--- src/rtl/tfb_pkg.sv ---
// Shared types and constants for the triple frame buffer pointer controller.
// Assumes slot indices 0..2. Index 3 is never produced and maps to base 0.
package tfb_pkg;

    localparam int NUM_SLOTS = 3;
    localparam int SLOT_W    = 2;

    typedef logic [SLOT_W-1:0] slot_t;

    // Slot assignment left by reset.
    localparam slot_t RST_WR_SLOT    = 2'd0;
    localparam slot_t RST_RD_SLOT    = 2'd2;
    localparam slot_t RST_SPARE_SLOT = 2'd1;

endpackage

--- src/rtl/tfb_vs_fall.sv ---
// Frame-start detector: flags the cycle in which an active-low vsync is first
// seen low. Assumes vs_n is already synchronous to clk. The stored level resets
// high, so a sync held low yields one pulse and no pulse repeats.
module tfb_vs_fall (
    input  logic clk,
    input  logic rst_n,
    input  logic vs_n,
    output logic start
);

    logic vs_q;

    // Remember the previous sampled level of the sync.
    always_ff @(posedge clk) begin
        if (!rst_n) begin
            vs_q <= 1'b1;
        end else begin
            vs_q <= vs_n;
        end
    end

    assign start = vs_q & ~vs_n;

endmodule

--- src/rtl/tfb_slot_rotator.sv ---
// Slot rotation core: holds the write, read and spare slot indices plus a flag
// that marks the spare as a completed, unshown frame. Produces next-state
// values so the base registers update on the same edge as the state.
// Assumes the step inputs are already gated by mode and halt.
module tfb_slot_rotator
    import tfb_pkg::*;
(
    input  logic  clk,
    input  logic  rst_n,
    input  logic  wr_step,
    input  logic  rd_step,
    output slot_t wr_nxt,
    output slot_t rd_nxt
);

    slot_t wr_q, rd_q, spare_q;
    slot_t spare_nxt;
    logic  fresh_q, fresh_nxt;

    // Compute the rotation for this cycle's frame starts.
    always_comb begin
        wr_nxt    = wr_q;
        rd_nxt    = rd_q;
        spare_nxt = spare_q;
        fresh_nxt = fresh_q;
        unique case ({wr_step, rd_step})
            2'b10: begin
                wr_nxt    = spare_q;
                spare_nxt = wr_q;
                fresh_nxt = 1'b1;
            end
            2'b01: begin
                if (fresh_q) begin
                    rd_nxt    = spare_q;
                    spare_nxt = rd_q;
                    fresh_nxt = 1'b0;
                end
            end
            2'b11: begin
                rd_nxt    = wr_q;
                wr_nxt    = spare_q;
                spare_nxt = rd_q;
                fresh_nxt = 1'b0;
            end
            default: begin
            end
        endcase
    end

    // Hold the slot assignment between frame starts.
    always_ff @(posedge clk) begin
        if (!rst_n) begin
            wr_q    <= RST_WR_SLOT;
            rd_q    <= RST_RD_SLOT;
            spare_q <= RST_SPARE_SLOT;
            fresh_q <= 1'b0;
        end else begin
            wr_q    <= wr_nxt;
            rd_q    <= rd_nxt;
            spare_q <= spare_nxt;
            fresh_q <= fresh_nxt;
        end
    end

endmodule

--- src/rtl/tfb_base_reg.sv ---
// Base address register for one pointer: maps a slot index to its frame base
// through a table built at elaboration time and registers both. When
// rotation is off it registers slot 0 and base 0. Assumes ADDR_W <= 64.
module tfb_base_reg
    import tfb_pkg::*;
#(
    parameter int          ADDR_W     = 28,
    parameter int unsigned FRAME_SPAN = 32'h0080_0000,
    parameter slot_t       RST_SLOT   = 2'd0
) (
    input  logic              clk,
    input  logic              rst_n,
    input  logic              active,
    input  slot_t             slot_nxt,
    output slot_t             slot_q,
    output logic [ADDR_W-1:0] base_q
);

    localparam int TBL_N = 1 << SLOT_W;

    logic [ADDR_W-1:0] base_tbl [TBL_N];

    // One table entry per slot index; unused indices map to zero.
    for (genvar g = 0; g < TBL_N; g++) begin : g_tbl
        localparam logic [63:0] PROD = (g < NUM_SLOTS) ?
                                       64'(g) * 64'(FRAME_SPAN) : 64'd0;
        assign base_tbl[g] = PROD[ADDR_W-1:0];
    end

    // Register the selected slot and its base address.
    always_ff @(posedge clk) begin
        if (!rst_n) begin
            slot_q <= RST_SLOT;
            base_q <= base_tbl[RST_SLOT];
        end else if (active) begin
            slot_q <= slot_nxt;
            base_q <= base_tbl[slot_nxt];
        end else begin
            slot_q <= '0;
            base_q <= '0;
        end
    end

endmodule

--- src/rtl/tfb_ptr_ctrl.sv ---
// Triple frame buffer pointer controller (top). Detects write and read frame
// starts, gates them with the mode and halt inputs, rotates the three slots and
// presents registered slot indices and base addresses. Assumes both syncs are
// synchronous to clk.
module tfb_ptr_ctrl
    import tfb_pkg::*;
#(
    parameter int          ADDR_W     = 28,
    parameter int unsigned FRAME_SPAN = 32'h0080_0000
) (
    input  logic              clk,
    input  logic              rst_n,
    input  logic              rotate_en,
    input  logic              wr_vs_n,
    input  logic              wr_halt,
    input  logic              rd_vs_n,
    input  logic              rd_halt,
    output logic [1:0]        wr_slot,
    output logic [1:0]        rd_slot,
    output logic [ADDR_W-1:0] wr_base,
    output logic [ADDR_W-1:0] rd_base
);

    logic  wr_start, rd_start;
    logic  wr_step, rd_step;
    slot_t wr_nxt, rd_nxt;
    slot_t wr_slot_q, rd_slot_q;

    tfb_vs_fall u_wr_fall (
        .clk   (clk),
        .rst_n (rst_n),
        .vs_n  (wr_vs_n),
        .start (wr_start)
    );

    tfb_vs_fall u_rd_fall (
        .clk   (clk),
        .rst_n (rst_n),
        .vs_n  (rd_vs_n),
        .start (rd_start)
    );

    // Frame starts move a pointer only when rotating and not frozen.
    assign wr_step = wr_start & rotate_en & ~wr_halt;
    assign rd_step = rd_start & rotate_en & ~rd_halt;

    tfb_slot_rotator u_rot (
        .clk     (clk),
        .rst_n   (rst_n),
        .wr_step (wr_step),
        .rd_step (rd_step),
        .wr_nxt  (wr_nxt),
        .rd_nxt  (rd_nxt)
    );

    tfb_base_reg #(
        .ADDR_W     (ADDR_W),
        .FRAME_SPAN (FRAME_SPAN),
        .RST_SLOT   (RST_WR_SLOT)
    ) u_wr_base (
        .clk      (clk),
        .rst_n    (rst_n),
        .active   (rotate_en),
        .slot_nxt (wr_nxt),
        .slot_q   (wr_slot_q),
        .base_q   (wr_base)
    );

    tfb_base_reg #(
        .ADDR_W     (ADDR_W),
        .FRAME_SPAN (FRAME_SPAN),
        .RST_SLOT   (RST_RD_SLOT)
    ) u_rd_base (
        .clk      (clk),
        .rst_n    (rst_n),
        .active   (rotate_en),
        .slot_nxt (rd_nxt),
        .slot_q   (rd_slot_q),
        .base_q   (rd_base)
    );

    assign wr_slot = wr_slot_q;
    assign rd_slot = rd_slot_q;

endmodule

--- config.mk ---
export PLATFORM = sky130hd
export DESIGN_NAME = tfb_ptr_ctrl
export DESIGN_NICKNAME = d
export VERILOG_FILES = /design/src/rtl/tfb_pkg.sv /design/src/rtl/tfb_vs_fall.sv /design/src/rtl/tfb_slot_rotator.sv /design/src/rtl/tfb_base_reg.sv /design/src/rtl/tfb_ptr_ctrl.sv
export SDC_FILE = /design/constraint.sdc
export NUM_CORES = 1
export LEC_CHECK = 0
export BUFFER_PORTS_ARGS = -buffer_cell sky130_fd_sc_hd__buf_2
export CORE_MARGIN = 1.5
export CORE_UTILIZATION = 42
export CTS_CLUSTER_SIZE = 10
export DETAILED_ROUTE_END_ITERATION = 8
export GPL_TIMING_DRIVEN = 0
export PLACE_DENSITY = 0.79
export SLEW_MARGIN = 20
export SYNTH_ARGS = -nofsm -noshare
export SYNTH_HDL_FRONTEND = slang
export SYNTH_HIERARCHICAL = 1
export SYNTH_SLANG_ARGS = --single-unit
--- constraint.sdc ---
create_clock -name clk -period 1.7 [get_ports clk]
set_input_delay 0.17 -clock clk [delete_from_list [all_inputs] [get_ports clk]]
set_output_delay 0.17 -clock clk [all_outputs]
set_load 0.01 [all_outputs]
# --- Word level (Yosys, flattened, before mapping) ---
# Index checks and enable logic that the tools add are counted.
totals:
  wordCells: 50
  latch_bits: 0
  romBits: 0
  n_memories: 0
  output_inout_bits: 60
  ramBits: 0
  register_bits: 69
classes:
  mux: 14
  n_lt_le_gt_ge: 2
  div: 0
  multipliers: 0
  add_sub_neg: 0
  shifts: 0
  bitwise: 12
  reduce_logical: 6
  eq_ne: 4
ops:
  columns: ["operator", "count"]
  rows:
  - ["binary-select mux 28 bit (select 2 bit)", 2]
  - ["2-to-1 mux 28 bit", 4]
  - ["2-to-1 mux 25 bit", 1]
  - ["2-to-1 mux 2 bit", 4]
  - ["bitwise AND 1 bit", 6]
  - ["greater-or-equal comparator 3 bit, second input constant", 2]
  - ["NOT 2 -> 3 bit", 2]
  - ["one-hot mux 2 bit (3 select lines)", 1]
  - ["equality test 2 bit, second input constant", 2]
  - ["NOT 1 bit", 4]
  - ["one-hot mux 2 bit (2 select lines)", 1]
  - ["AND reduction 2 bit", 2]
  - ["OR reduction 2 bit", 2]
  - ["nonzero test 3 bit", 1]
  - ["equality test 2 x 1 -> 1 bit, second input constant", 1]
  - ["!= test 2 x 1 -> 1 bit, second input constant", 1]
  - ["one-hot mux 1 bit (2 select lines)", 1]
  - ["nonzero test 2 bit", 1]

# --- Depth between registers and ports, before layout ---
logic_depth:
  ltp_word: 11
  depth_mapped: 8

# --- Cells and area by module ---
# The synthesis kept the hierarchy.
by_module_without_submodules:
  columns: ["module", "seq_area_each_um2", "n_inst", "cells_per_inst", "area_per_inst_um2"]
  rows:
  - ["tfb_slot_rotator", 140.1, 1, 36, 355.3]
  - ["tfb_base_reg at u_rd_base", 80.1, 1, 36, 316.6]
  - ["tfb_base_reg at u_wr_base", 80.1, 1, 35, 314.1]
  - ["tfb_vs_fall", 20.0, 2, 3, 32.5]
  - ["tfb_ptr_ctrl", 0.0, 1, 2, 17.5]

# --- Worst setup path after synthesis ---
# Ideal clock, no wire load.
synth_path:
  path_kind: "register -> register"
  from: "register u_rd_fall.vs_q"
  to: "register u_rd_base.base_q[23]"
  period_less_slack_ps: 1406
  t_arrival_ps: 1345
  path_slack_ps: 294
  n_path_buf: 1
  path_stages_with_launch: 9
  cell_sequence: "dfxtp_1 -> nor2b_1 -> and3b_1 -> buf_6 -> nand3b_1 -> a21oi_1 -> nor3_1 -> and3_4 -> nor2b_4"
synth_via:
  elab_chain_len: 9
synth_lines:
  columns: ["element", "line_no", "text"]
  rows:
  - ["start, declared", "tfb_vs_fall.sv:11", "logic vs_q;"]
  - ["start signal, assigned", "tfb_vs_fall.sv:18", "vs_q <= vs_n;"]
  - ["bitwise AND 1 bit *", "tfb_vs_fall.sv:22", "assign start = vs_q & ~vs_n;"]
  - ["named net rd_start", "tfb_ptr_ctrl.sv:24", "logic wr_start, rd_start;"]
  - ["bitwise AND 1 bit * (2 in series)", "tfb_ptr_ctrl.sv:45", "assign rd_step = rd_start & rotate_en & ~rd_halt;"]
  - ["named net rd_step", "tfb_ptr_ctrl.sv:25", "logic wr_step, rd_step;"]
  - ["equality test 2 bit or equality test 2 x 1 -> 1 bit (tied branches)", "tfb_slot_rotator.sv:26", "unique case ({wr_step, rd_step})"]
  - ["one-hot mux 2 bit (2 select lines) *", "tfb_slot_rotator.sv:26", null]
  - ["named net rd_nxt[0]", "tfb_ptr_ctrl.sv:26", "slot_t wr_nxt, rd_nxt;"]
  - ["NOT 2 -> 3 bit (implied by the code) *", "tfb_base_reg.sv:37", "base_q <= base_tbl[slot_nxt];"]
  - ["binary-select mux 28 bit (select 2 bit) *", "tfb_base_reg.sv:37", null]
  - ["2-to-1 mux 28 bit (implied by the code) * (2 in series)", "tfb_base_reg.sv:37", null]
  - ["end signal, assigned", "tfb_base_reg.sv:34", "base_q <= base_tbl[RST_SLOT];"]
  - ["end signal, assigned", "tfb_base_reg.sv:37", null]
  - ["end, declared", "tfb_base_reg.sv:16", "output logic [ADDR_W-1:0] base_q"]
# Mark *: on every way through the listed nets, which the timed path passes. The rest lies on a longest branch. The select of a mux whose other input is x is not followed.
# A chain may end at the register's enable or synchronous reset.

# --- Final worst setup path ---
# Same ends and word-level chain as after synthesis.

==> flow_summary.yaml <==
run_status:
  status: "complete, no violations"
grt:
  antenna_found_initial: 0
  track_usage_pct: 11.3
  grt_max_degree: 17
  global_route_wire_length_before_repair_um: 2380
  globalRoute.totalOverflow: 0
  first_global_vias: 600
route:
  first_iter_violations: 2
  wl_um: 1570
  via_count_of_the_routed_design: 754
  drc_errors: 0
  avgRoutedWirePerCell_um: 7.36
  detail_route.vias_per_cell: 3.54
  detail-route-antenna-nets: 0
  drt_pre_antenna_iters: 3
logic_synthesis:
  postSynth.asyncResetShare_pct: 0
  post_synthesis_cell_area_um2: 1070
  synth_top_flop_cell: "sky130_fd_sc_hd__dfxtp_1"
  synth-seq-cells: 17
  avgSynthCellArea_um2: 9.29
  netlist-cell-type-count: 27
  number_of_flops_mapped_to_enable_cells_by_yosys: 0
  synth-warning-count: 6
  yosysSeqAreaShare_pct: 31.9
  postSynthCellCount: 115
pwr:
  worst_ir_drop_vdd_mv: 0.379
  p_leak_nw: 0.816
  power_per_cell_area_nw_per_um2: 605
clocking:
  post_cts.repair.setup_buffers: 0
  cts_buffer_depth: 2
  cts_hold_buffers: 0
  htree_levels: 1
  cts_tree: "built"
  count_of_instances_resized_after_the_clock_tree_is_built: 0
  clk_pin_slew_ps: 90
  cts_root_buffer: "sky130_fd_sc_hd__clkbuf_4"
  numCtsBuffers: 3
  cts_num_sinks: 17
  insertion_delay_ps: 280
min_path:
  hold_path_class: "in2reg"
sta:
  hold_viol_final: 0
  timing_max_transition_violations_final: 0
  hold_ws_ps: 81.6
  skew_ps: 2.66
  clock.fmax_mhz: 646
  setup_violations: 0
  final.setup.tns_ps: 0
  grt_setup_unrepaired: "false"
  period_utilization_pct: 91.0
  min_period_ps: 1550
setup_path:
  reg2regPathDepth: 8
  worstReg2RegStart: "u_rd_fall/vs_q$_SDFF_PN1_"
  critical_path.top_delay_family: "simple AND/OR/NAND/NOR gates"
  critPathKind: "reg2reg"
  cp_slowest_cell: "sky130_fd_sc_hd__dfxtp_1"
  rrSetupSlack_ps: 150
  crit_path_max_incr_delay_ps: 310
  crit_path_end: "u_rd_base/base_q[23]$_SDFF_PN0_"
  cp-startpoint: "u_rd_fall/vs_q$_SDFF_PN1_"
  critical_path.startpoint_type: "flop"
  critPathArrivalTime_ps: 1780
  path_cells: "nor2b_1 > and3b_1 > buf_6 > nand3b_1 > a21oi_2 > nor3_1 > and3_4 > nor2b_4"
  cp_max_fo: 9
  crit_required_ps: 1930
  setup.worst_path.end_class: "flop"
  critPathBufInv: 1
  worstSetupPathDepth: 8
  r2r_end: "u_rd_base/base_q[23]$_SDFF_PN0_"
final_layout:
  layout.area.seq_um2: 340
  design.final.nets: 191
  multiInputGateArea_um2: 513
  area.growth.synth_to_final_pct: 30.4
  fillerInstances: 216
  layout.cell_area.non_filler_um2: 1390
  drive_gt1_share_pct: 44.8
  most-common-layout-cells: "sky130_fd_sc_hd__buf_4 (52), sky130_fd_sc_hd__conb_1 (52), sky130_fd_sc_hd__dfxtp_1 (17)"
  diodes: 0
die:
  initial_core_util_pct: 43.9
  fp.dieArea_um2: 2860
  floorplan.rows: 18
  die_h_um: 53.4
  chipWidth_um: 53.4
  i_o_pins: 67
  core_area_um2: 2430
place:
  gp_routability_congestion: 0.845
  placement.cell_area_um2: 1360
  placement.io_buffers: 14
flow_run:
  cap_violations: 0
==> worst register-to-register path: stages, from the launching register on <==
cell and delay (ps):
sky130_fd_sc_hd__dfxtp_1 310, sky130_fd_sc_hd__nor2b_1 120, sky130_fd_sc_hd__and3b_1 160, sky130_fd_sc_hd__buf_6 130
sky130_fd_sc_hd__nand3b_1 100, sky130_fd_sc_hd__a21oi_2 70, sky130_fd_sc_hd__nor3_1 250, sky130_fd_sc_hd__and3_4 230
sky130_fd_sc_hd__nor2b_4 120
==> layout make-up <==
type / instances / area share, %
repair buffers: 14 / 5.03
flip-flops and latches: 17 / 24.4
well taps: 30 / 2.69
plain buffers: 54 / 29.2
multi-input cells: 94 / 36.8
clock buffers: 4 / 1.89
==> flip-flops by register name (all words and copies together) (netlist names), 2 cells and up <==
register,cells
u_rot/rd_q,2
u_rd_base/slot_q,2
u_rot/spare_q,2
u_rd_base/base_q,2
u_rot/wr_q,2
u_wr_base/base_q,2
u_wr_base/slot_q,2
==> stage by stage <==
stage               util, %  worst slack [ps]  total power [mW]  instances
floorplan                 -               294             0.610        165
global placement       56.1               216             0.633        209
detailed placement     56.1               161             0.636        209
CTS                    57.2               145             0.848        213
global route           57.3              31.7             0.902        213
finish                 57.3               152             0.843        213
==> cell families (layout without fill, tap and decap cells) <==
| group | Yosys count | after routing | share of synthesized area [%] |
|---|---|---|---|
| flops | 17 | 17 | 31.9 |
| compound gates | 6 | 6 | 3.28 |
| mux | 6 | 6 | 6.79 |
| simple gates | 30 | 30 | 19.3 |
| other cells | 2 | 52 | 0.703 |
| buf+inv | 54 | 72 | 38.1 |
==> cell usage after synthesis, drive strengths merged (2+ instances only) <==
library cell  number  area [um2]
a21oi              3        18.8
o21ai              2        10.0
dfxtp             17         340
nand3b             2        15.0
nor2               4        15.0
mux2               4        52.6
or2                2        12.5
and4b              2        20.0
nand2              4        15.0
and3b              2        17.5
nor2b              4        32.5
conb               2        7.51
nand2b             2        12.5
and3               3        26.3
buf               54         407
mux2i              2        20.0
and2               2        12.5
==> worst min-delay path by stage <==
stage | from | end | slack (ps) | cells after the start
after floorplan | rst_n | u_rd_base/slot_q[1]$_SDFF_PN1_ | 230 | 1
after global placement | wr_vs_n | u_wr_fall/vs_q$_SDFF_PN1_ | 370 | 2
after detailed placement | wr_vs_n | u_wr_fall/vs_q$_SDFF_PN1_ | 380 | 2
after CTS | wr_vs_n | u_wr_fall/vs_q$_SDFF_PN1_ | 80 | 2
after global routing | rd_vs_n | u_rd_fall/vs_q$_SDFF_PN1_ | 80 | 2
final | wr_vs_n | u_wr_fall/vs_q$_SDFF_PN1_ | 80 | 2
==> power by group <==
part | switching, mW | internal [mW] | total (mW)
logic | 0.102 | 0.110 | 0.212
registers | 0.00731 | 0.413 | 0.420
clock network | 0.120 | 0.0911 | 0.211
==> per-layer routing <==
layer  up-vias  GRT usage (%)  wire length, um
met5         -              0                0
met1       310           12.4              597
li1        403              -                -
met2        39           20.2              800
met4         0           6.41               15
met3         2           1.98              154
No activity file was read; power rests on OpenSTA's default activity.
